## config.mk

```make
export PLATFORM = sky130hd
export DESIGN_NAME = rx_burst_sched
export DESIGN_NICKNAME = d
export VERILOG_FILES = /design/src/rtl/rx_burst_sched.sv
export SDC_FILE = /design/constraint.sdc
export NUM_CORES = 1
export LEC_CHECK = 0
export BUFFER_PORTS_ARGS = -buffer_cell sky130_fd_sc_hd__buf_4
export CORE_ASPECT_RATIO = 1.1
export CORE_MARGIN = 2
export CORE_UTILIZATION = 35
export DETAILED_ROUTE_END_ITERATION = 8
export PLACE_DENSITY = 0.75
export SYNTH_ARGS = -nofsm -noshare
export SYNTH_HDL_FRONTEND = slang
export SYNTH_SLANG_ARGS = --single-unit
```

## constraint.sdc

```tcl
create_clock -name clk -period 2.7 [get_ports clk]
set_input_delay 0.54 -clock clk [delete_from_list [all_inputs] [get_ports clk]]
set_output_delay 0.54 -clock clk [all_outputs]
set_load 0.05 [all_outputs]
```

## src/rtl/rx_burst_sched.sv

```systemverilog
module rx_burst_sched #(
  parameter int ADDR_W     = 32,
  parameter int CNT_W      = 16,
  parameter int LINE_BYTES = 64
) (
  input  logic              clk,
  input  logic              rst_n,
  input  logic              cfg_we,
  input  logic [6:0]        cfg_burst_units,
  input  logic [3:0]        cfg_prio_level,
  input  logic [CNT_W-1:0]  fifo_bytes,
  input  logic              eof_stored,
  input  logic [CNT_W-1:0]  eof_bytes,
  input  logic [ADDR_W-1:0] host_addr,
  input  logic              burst_done,
  output logic              burst_start,
  output logic [11:0]       burst_bytes,
  output logic              high_prio
);
  localparam int LINE_LSB = $clog2(LINE_BYTES);

  logic [6:0] burst_q;
  logic [3:0] thr_q;
  logic       busy_q;

  wire  [6:0]       units  = (burst_q == 7'd0) ? 7'd1 : burst_q;
  wire  [11:0]      prog   = {units, 5'b00000};
  wire  [CNT_W-1:0] prog_w = CNT_W'(prog);

  wire full_ok = fifo_bytes >= prog_w;
  wire eof_ok  = eof_stored && (eof_bytes != '0);
  wire go      = !busy_q && (full_ok || eof_ok);

  wire [LINE_LSB-1:0] end_lo  = host_addr[LINE_LSB-1:0] + prog[LINE_LSB-1:0];
  wire                long_b  = prog >= 12'(LINE_BYTES);
  wire [11:0]         trim_b  = prog - 12'(end_lo);
  wire [11:0]         eof_len = (eof_bytes < prog_w) ? eof_bytes[11:0] : prog;

  wire [11:0] len_next = eof_ok                        ? eof_len :
                         (long_b && end_lo != '0)       ? trim_b  : prog;

  wire prio_next = fifo_bytes > CNT_W'({thr_q, 8'h00});

  always_ff @(posedge clk or negedge rst_n) begin
    if (!rst_n) begin
      burst_q <= 7'd4;
      thr_q   <= 4'd6;
    end else if (cfg_we) begin
      burst_q <= cfg_burst_units;
      thr_q   <= cfg_prio_level;
    end
  end

  always_ff @(posedge clk or negedge rst_n) begin
    if (!rst_n) begin
      busy_q      <= 1'b0;
      burst_start <= 1'b0;
      burst_bytes <= '0;
      high_prio   <= 1'b0;
    end else begin
      burst_start <= go;
      high_prio   <= prio_next;
      if (go) begin
        busy_q      <= 1'b1;
        burst_bytes <= len_next;
      end else if (burst_done) begin
        busy_q <= 1'b0;
      end
    end
  end
endmodule


```

==> flow_summary.json, run 1 <==
{
  "status": "finished, final reports clean",
  "grtUsageTotal_pct": 19.20,
  "nFillCells": 541,
  "clockRootBuffer": "clkbuf_8",
  "io_buffers": 67,
  "synth.top_cells.by_count": "dfrtp_1, ha_1, inv_1",
  "drc": 0,
  "period_needed_ps": 2580,
  "cts_buffer_depth": 2,
  "gp_congestion": 0.8941,
  "postCtsHoldBufs": 0,
  "fp.dieW_um": 77.03,
  "crit_path_start_kind": "flop",
  "antennaDiodeCount": 0,
  "slew_viol_final": 0,
  "hold_class": "primary input to asynchronous set/reset pin",
  "setup.worst_path.class": "flop to flop",
  "place_ws_ps": -152.2,
  "synth_area_sq_mm": 0.002053,
  "utilization_pct": 50.28,
  "drive_above_1_share_pct": 39.66,
  "yosysTopAreaCell": "dfrtp_1",
  "synth_top_flop_cell": "dfrtp_1",
  "grt_max_degree": 27,
  "ys_seq_area_share_pct": 31.87,
  "leakage_uw": 0.001310,
  "multi_input_area_sq_mm": 0.001338,
  "grt-ovfl-total": 0,
  "r2r-start": "burst_q[2]",
  "fin_ws_ps": 120.0,
  "maxCapViolations": 0,
  "rsz0062_at_grt": "no",
  "cts_tree": "done",
  "cts_sinks": 26,
  "skew_ps": 7.289,
  "antenna_left": 0,
  "critPathMaxFanout": 2,
  "slew_headroom_pct": 60.33,
  "crit_required_ps": 2900,
  "hold_violations": 0,
  "vias": 2095,
  "num_rows": 29,
  "path_cells": "nor4_2 -> a21oi_2 -> inv_1 -> ha_1 -> or4_1 -> a211oi_2 -> mux2i_1 -> o221ai_1 -> o2bb2ai_1",
  "grt_pass1_wl_mm": 10.14,
  "htree_levels": 1,
  "fmax_mhz": 387.6,
  "core-area_sq_mm": 0.005733,
  "synth_edf_count": 0,
  "ios": 94,
  "slowest_delay_ps": 580,
  "synth_top_area_share_pct": 28.03,
  "clk_pin_slew_worst_paths_ps": 100,
  "regArea_sq_um": 654.4,
  "avgSynthCellArea_sq_um": 9.824,
  "initial_core_util_pct": 35.81,
  "via_per_inst": 5.632,
  "first_global_vias": 2144,
  "p_per_area_mw_per_mm2": 691.5,
  "cpMaxStageDelayCell": "or4_1",
  "endpoint_kind": "flop",
  "synth_nets": 308,
  "first_iter_violations": 124,
  "area_growth_pct": 40.40,
  "synth.area.top_cells": "dfrtp_1, ha_1, mux2_4",
  "startpoint": "burst_q[2]",
  "first_pass_iters": 5,
  "die_y_um": 84.33,
  "r2r_end": "burst_bytes[10]",
  "synth_cells": 209,
  "reg2reg_depth": 9,
  "wl_per_cell_um": 16.58,
  "cp_data_arrival_time_ps": 2780,
  "antenna_found_initial": 0,
  "layout.cells.non_filler": 372,
  "synth.most_common_cell": "dfrtp_1",
  "dp_cells": 365,
  "wirelength_mm": 6.167,
  "synth_cell_types": 57,
  "irDropWorstVdd_mv": 0.5408,
  "num-nets-final": 395,
  "numCtsBuffers": 3,
  "async_reset_ff_share_pct": 100.0,
  "hpwl_mm": 4.935,
  "yosysWarnings": 0,
  "r2r_slack_ps": 120,
  "report.power.total_uw": 1993,
  "die_area_sq_mm": 0.006496,
  "synth_seq_cells": 26,
  "insertion_delay_ps": 280,
  "fin_crit_sh_pct": 95.56,
  "finalSetupViolCount": 0,
  "crit_end": "burst_bytes[10]",
  "tightest_slew_ps": 587.6
}
cell type report:
cell class | count | share of cell area (%)
Tap cell | 77 | 3.342
Clock buffer | 3 | 1.432
Clock inverter | 1 | 1.042
Inverter | 20 | 2.691
Timing Repair Buffer | 86 | 22.40
Sequential cell | 26 | 22.70
Multi-Input combinational cell | 159 | 46.40
layout by cell type, fill, tap and decap left out, types with 3 or more instances in the layout:
master / instances
or4_1: 4
a21oi_1: 6
nand2_1: 15
ha_1: 19
a32o_1: 5
o311ai_0: 3
clkbuf_8: 3
mux2_4: 6
a211o_1: 3
inv_1: 19
dfstp_2: 3
nor4_1: 4
o21ai_0: 15
o221ai_1: 4
buf_4: 86
mux2i_1: 4
dfrtp_1: 23
nand4_1: 7
nor2_1: 7
o2bb2ai_1: 4
state kept, by name, indices dropped and copies added (netlist names):
signal,cells
busy_q,1
burst_q,7
burst_bytes,12
thr_q,4
high_prio,1
burst_start,1
through the flow:
stage	hold slack, ps	area, sq um	setup TNS, ps
finish	149.8	2883	0
global route	164.1	2883	0
CTS	161.1	2833	0
detailed placement	473.9	2756	-1028
global placement	469.2	2756	-536.1
floorplan	244.4	2053	0
where the power goes:
group / internal (uW) / leakage (uW) / switching (uW) / total, uW
Combinational: 420 / 0.000966 / 665 / 1090
Sequential: 509 / 0.000308 / 67.7 / 577
Clock: 199 / 0.0000357 / 133 / 331
Total: 1130 / 0.00131 / 865 / 1990
cell families (layout without fill, tap and decap cells):
group	after synthesis	after routing	synth area share [%]
AO/OA/AOI/OAI	70	70	26.87
AND/OR/NAND/NOR	56	56	16.82
flip-flops	26	26	31.87
buffers and inverters	24	110	4.570
adder cells (fa/ha/maj)	19	19	11.58
multiplexers	12	12	7.435
XOR/XNOR	2	2	0.8533
per-layer routing:
| metal | share of wire (%) | track usage (%) | wire length, um | up-vias |
|---|---|---|---|---|
| met2 | 51 | 33.33 | 3123 | 65 |
| met5 | 0 | 0 | 0 | - |
| met3 | 4.3 | 1.505 | 265 | 11 |
| met4 | 2.0 | 6.981 | 124 | 0 |
| li1 | - | - | - | 998 |
| met1 | 43 | 25.08 | 2653 | 1021 |
worst max-delay path, delay by kind of cell (launching register included):
family | cells | cell delay, ps
muxes | 1 | 280
and+or+nand+nor | 2 | 640
AOI/OAI and AO/OA | 4 | 710
adders and majority gates | 1 | 200
DFF | 1 | 550
buffers and inverters | 1 | 110
repair_timing:
action                                  CTS  global route
gates resized for setup                   1             5
pin swaps                                 0             2
setup buffers                             0             3
endpoints found under the setup margin   12            10
how the worst min path moves through the flow:
| stage | depth (start not counted) | slack, ps | endpoint |
|---|---|---|---|
| after floorplan | 0 | 240 | burst_bytes[0] |
| after global placement | 1 | 470 | thr_q[0] |
| after detailed placement | 1 | 470 | thr_q[0] |
| after CTS | 1 | 160 | thr_q[0] |
| after global routing | 1 | 160 | thr_q[0] |
| final | 1 | 150 | thr_q[0] |
Power figures use the tool's default switching activity.
==> run 2: changes to the inputs <==
- CELL_PAD_IN_SITES_DETAIL_PLACEMENT: unset -> 1
- CELL_PAD_IN_SITES_GLOBAL_PLACEMENT: unset -> 1
- CORE_UTILIZATION: 35 -> 34
- PLACE_DENSITY: 0.75 -> 0.9
- clock period: 2.7 -> 2.8 ns (I/O delays scaled with it)
==> flow_summary.json, run 2 (synthesis gave the netlist of run 1 again) <==
{
  "num-nets-final": 388,
  "first_iter_violations": 141,
  "setup_tns_ps": 0,
  "cp_data_arrival_time_ps": 2860,
  "tightest_slew_ps": 856.5,
  "maxCapViolations": 0,
  "finalSetupViolCount": 0,
  "grt_max_degree": 27,
  "top_register": "burst_bytes",
  "startpoint": "burst_q[2]",
  "antenna_left": 0,
  "grt_pass1_wl_mm": 11.26,
  "critPathMaxFanout": 9,
  "core-area_sq_mm": 0.005806,
  "fmax_mhz": 372.8,
  "fin_crit_sh_pct": 95.81,
  "grt-ovfl-total": 0,
  "fp.dieW_um": 78.10,
  "setup.worst_path.class": "flop to flop",
  "cpMaxStageDelayCell": "dfstp_2",
  "path_cells": "buf_4 -> inv_1 -> ha_1 -> and2_1 -> a311o_2 -> nor3_4 -> mux2i_1 -> a221oi_1",
  "htree_levels": 1,
  "die_y_um": 85.50,
  "placed_area_sq_mm": 0.002726,
  "first_global_vias": 2266,
  "p_per_area_mw_per_mm2": 670.1,
  "wl_per_cell_um": 19.95,
  "report.power.total_uw": 1880,
  "ios": 94,
  "irDropWorstVdd_mv": 0.4355,
  "cts_tree": "done",
  "r2r_slack_ps": 120,
  "antenna_found_initial": 0,
  "fin_ws_ps": 117.4,
  "slowest_delay_ps": 540,
  "grtUsageTotal_pct": 21.34,
  "hold_ws_ps": 175.1,
  "clockRootBuffer": "clkbuf_8",
  "cts_sinks": 26,
  "antennaDiodeCount": 0,
  "num_rows": 29,
  "layout_commonest_cell": "buf_4",
  "postCtsHoldBufs": 0,
  "largest_reg_flops": 12,
  "hold_class": "primary input to asynchronous set/reset pin",
  "io_buffers": 67,
  "first_pass_iters": 4,
  "skew_ps": 8.560,
  "numCtsBuffers": 3,
  "endpoint_kind": "flop",
  "clk_pin_slew_worst_paths_ps": 100,
  "vias": 2150,
  "period_needed_ps": 2683,
  "slew_viol_final": 0,
  "final_area_sq_mm": 0.002805,
  "leakage_uw": 0.001266,
  "crit_required_ps": 2980,
  "die_area_sq_mm": 0.006677,
  "slew_headroom_pct": 42.09,
  "gp_congestion": 0.8538,
  "final_cell_mix": "buf_4, dfrtp_1, inv_1, ha_1",
  "reg_top3": "burst_bytes (12), burst_q (7), thr_q (4)",
  "insertion_delay_ps": 280,
  "via_per_inst": 5.890,
  "area_growth_pct": 36.62,
  "wirelength_mm": 7.283,
  "hpwl_mm": 5.572,
  "place_ws_ps": -42.04,
  "drc": 0,
  "hold_violations": 0,
  "drive_above_1_share_pct": 37.85,
  "cts_buffer_depth": 2,
  "crit_path_start_kind": "flop",
  "status": "finished, final reports clean",
  "r2r-start": "burst_q[2]",
  "initial_core_util_pct": 35.37
}
run 2: final timing paths:
kind | end | cells past startpoint
worst max-delay path | burst_bytes[6] | 8
max in group asynchronous | thr_q[2] | 1
worst max register to register | burst_bytes[6] | 8
min in group clk | busy_q | 2
worst min register to register | burst_bytes[8] | 1
worst min-delay path | thr_q[3] | 1
run 2: through the flow:
step / util, % / cells
3_5_place_dp: 46.96 / 361
4_1_cts: 48.00 / 365
5_1_grt: 48.32 / 365
6_report: 48.32 / 365
3_3_place_gp: 46.96 / 361
2_1_floorplan: - / 209
run 2: what timing repair did:
item / CTS / global route
resized for setup: 1 / 4
pin swaps: 0 / 1
buffers inserted: 0 / 0
setup endpoints to repair: 7 / 8
run 2: report_power, final:
part           internal [uW]  total (uW)  leakage [uW]  switching, uW
logic                    401        1060      0.000930            661
clock network            126         255     0.0000288            128
registers                491         563      0.000307           72.2
total                   1020        1880       0.00127            861
run 2: layout make-up:
| class | count | area (sq um) |
|---|---|---|
| multi-input combinational | 159 | 1328 |
| inverter | 20 | 77.57 |
| clock buffer | 4 | 55.05 |
| tap | 77 | 96.34 |
| fill | 693 | 3000 |
| timing repair buffer | 79 | 593.1 |
| sequential | 26 | 655.6 |
run 2: per-layer routing:
layer / GRT usage, % / up-vias / wire length, um
met5: 0 / - / 0
met4: 8.293 / 0 / 232
met3: 2.211 / 25 / 310
met2: 39.34 / 77 / 3821
met1: 25.41 / 1058 / 2918
li1: - / 990 / -
run 2: worst max-delay path: cells and delay by family, from the launching register on:
kind / cells / cell delay (ps)
adder cells (fa/ha/maj): 1 / 300
buffers and inverters: 2 / 230
AO/OA/AOI/OAI: 2 / 740
flip-flops: 1 / 540
AND/OR/NAND/NOR: 2 / 600
multiplexers: 1 / 180
==> run 3: changes to the inputs <==
- ABC_AREA: unset -> 1
- CORE_UTILIZATION: 34 -> 32
==> flow_summary.json, run 3 <==
{
  "gp_congestion": 0.8016,
  "reg_top3": "burst_bytes (12), burst_q (7), thr_q (4)",
  "synth.top_cells.by_count": "nand2_1, nor2_1, inv_1",
  "initial_core_util_pct": 33.45,
  "synth_top_area_share_pct": 27.45,
  "crit_path_start_kind": "flop",
  "yosysWarnings": 0,
  "antenna_found_initial": 0,
  "reg2reg_depth": 9,
  "layout_commonest_cell": "nand2_1",
  "slew_headroom_pct": 64.58,
  "cts_buffer_depth": 2,
  "grt_pass1_wl_mm": 10.21,
  "synth.most_common_cell": "nand2_1",
  "final_cell_mix": "nand2_1, buf_4, nor2_1",
  "die_area_sq_mm": 0.007217,
  "num_rows": 30,
  "p_per_area_mw_per_mm2": 685.1,
  "synth.area.top_cells": "dfrtp_1, nand2_1, ha_1",
  "grt_max_degree": 27,
  "utilization_pct": 43.87,
  "synth_cell_types": 30,
  "crit_required_ps": 3000,
  "period_needed_ps": 2336,
  "async_reset_ff_share_pct": 100.0,
  "antenna_left": 0,
  "fin_ws_ps": 464.1,
  "first_pass_iters": 4,
  "ys_seq_area_share_pct": 31.21,
  "first_global_vias": 2356,
  "endpoint_kind": "flop",
  "slew_viol_final": 0,
  "synth_nets": 397,
  "cts_sinks": 26,
  "synth_seq_cells": 26,
  "fp.dieW_um": 81.19,
  "fin_crit_sh_pct": 83.42,
  "top_register": "burst_bytes",
  "vias": 2161,
  "numCtsBuffers": 3,
  "antennaDiodeCount": 0,
  "tightest_slew_ps": 531.3,
  "first_iter_violations": 88,
  "insertion_delay_ps": 270,
  "synth_edf_count": 0,
  "synth_cells": 298,
  "setup_tns_ps": 0,
  "avgSynthCellArea_sq_um": 7.037,
  "area_growth_pct": 31.15,
  "grtUsageTotal_pct": 18.05,
  "die_y_um": 88.90,
  "wirelength_mm": 6.115,
  "postCtsHoldBufs": 0,
  "status": "finished, final reports clean",
  "drive_above_1_share_pct": 28.77,
  "finalSetupViolCount": 0,
  "ios": 94,
  "irDropWorstVdd_mv": 0.5036,
  "num-nets-final": 465,
  "leakage_uw": 0.001436,
  "post_cts_buffers": 0,
  "cp_data_arrival_time_ps": 2540,
  "htree_levels": 1,
  "synth_top_flop_cell": "dfrtp_1",
  "grt-ovfl-total": 0,
  "core-area_sq_mm": 0.006269,
  "cts_resized": 0,
  "clockRootBuffer": "clkbuf_8",
  "drc": 0,
  "critPathMaxFanout": 12,
  "hpwl_mm": 5.060,
  "cts_tree": "done",
  "clk_pin_slew_worst_paths_ps": 90,
  "rsz0062_at_grt": "no",
  "fmax_mhz": 428.1,
  "hold_violations": 0,
  "synth_area_sq_mm": 0.002097,
  "skew_ps": 1.409,
  "via_per_inst": 4.856,
  "yosysTopAreaCell": "dfrtp_1",
  "wl_per_cell_um": 13.74,
  "largest_reg_flops": 12,
  "setup.worst_path.class": "flop to flop",
  "maxCapViolations": 0,
  "io_buffers": 67,
  "place_ws_ps": 417.7,
  "hold_class": "primary input to asynchronous set/reset pin"
}
run 3: worst max-delay path: stages (launching register included):
cell and delay, ps:
dfstp_2 570, inv_1 170, ha_1 360, a21oi_1 160, o21ai_1 90, nand2_1 70, nand3_1 110, o21ai_2 450
nor2_1 110, a21oi_1 170
run 3: area by class of cell:
| class | count | area [sq um] |
|---|---|---|
| Clock buffer | 3 | 41.29 |
| Fill cell | 817 | 3518 |
| Timing Repair Buffer | 69 | 518.0 |
| Sequential cell | 26 | 654.4 |
| Multi-Input combinational cell | 230 | 1271 |
| Tap cell | 80 | 100.1 |
| Inverter | 36 | 135.1 |
| Clock inverter | 1 | 30.03 |
run 3: metrics by stage:
step                      hold WS [ps]  total power [uW]  instances  cell area (sq um)
final                            183.4              1884        445               2750
after global routing             194.4              2024        445               2750
after CTS                        189.4              1913        445               2750
after detailed placement         475.0              1594        441               2679
after global placement           463.8              1556        441               2679
after floorplan                  264.4              1251        298               2097
run 3: logic make-up after synthesis:
family / after synthesis / synth area share, %
simple gates: 170 / 37.35
buf+inv: 42 / 8.174
compound gates: 37 / 10.14
flops: 26 / 31.21
fa+ha+maj: 19 / 11.34
xor+xnor: 3 / 1.253
mux: 1 / 0.5370
run 3: where the power goes:
part	leakage, uW	total [uW]	switching [uW]	internal, uW
clock	0.0000357	313	122	191
combinational	0.00110	1010	677	329
sequential	0.000305	564	69.9	494
total	0.00144	1880	869	1010
run 3: path summary, 6_finish.rpt:
path                       slack, ps            from               to
hold / removal                   180           rst_n   burst_bytes[3]
min in group clk                 470      burst_done           busy_q
hold reg to reg                  490  burst_bytes[0]   burst_bytes[0]
setup / recovery                 460      burst_q[2]  burst_bytes[10]
setup reg to reg                 460      burst_q[2]  burst_bytes[10]
max in group asynchronous       2320           rst_n       burst_q[2]
run 3: routing by layer:
| metal | part of all wire (%) | GRT usage [%] | vias up |
|---|---|---|---|
| met5 | 0 | 0 | - |
| met3 | 5.5 | 3.131 | 10 |
| met1 | 42 | 20.09 | 982 |
| met2 | 51 | 35.46 | 74 |
| met4 | 1.6 | 4.006 | 0 |
| li1 | - | - | 1095 |
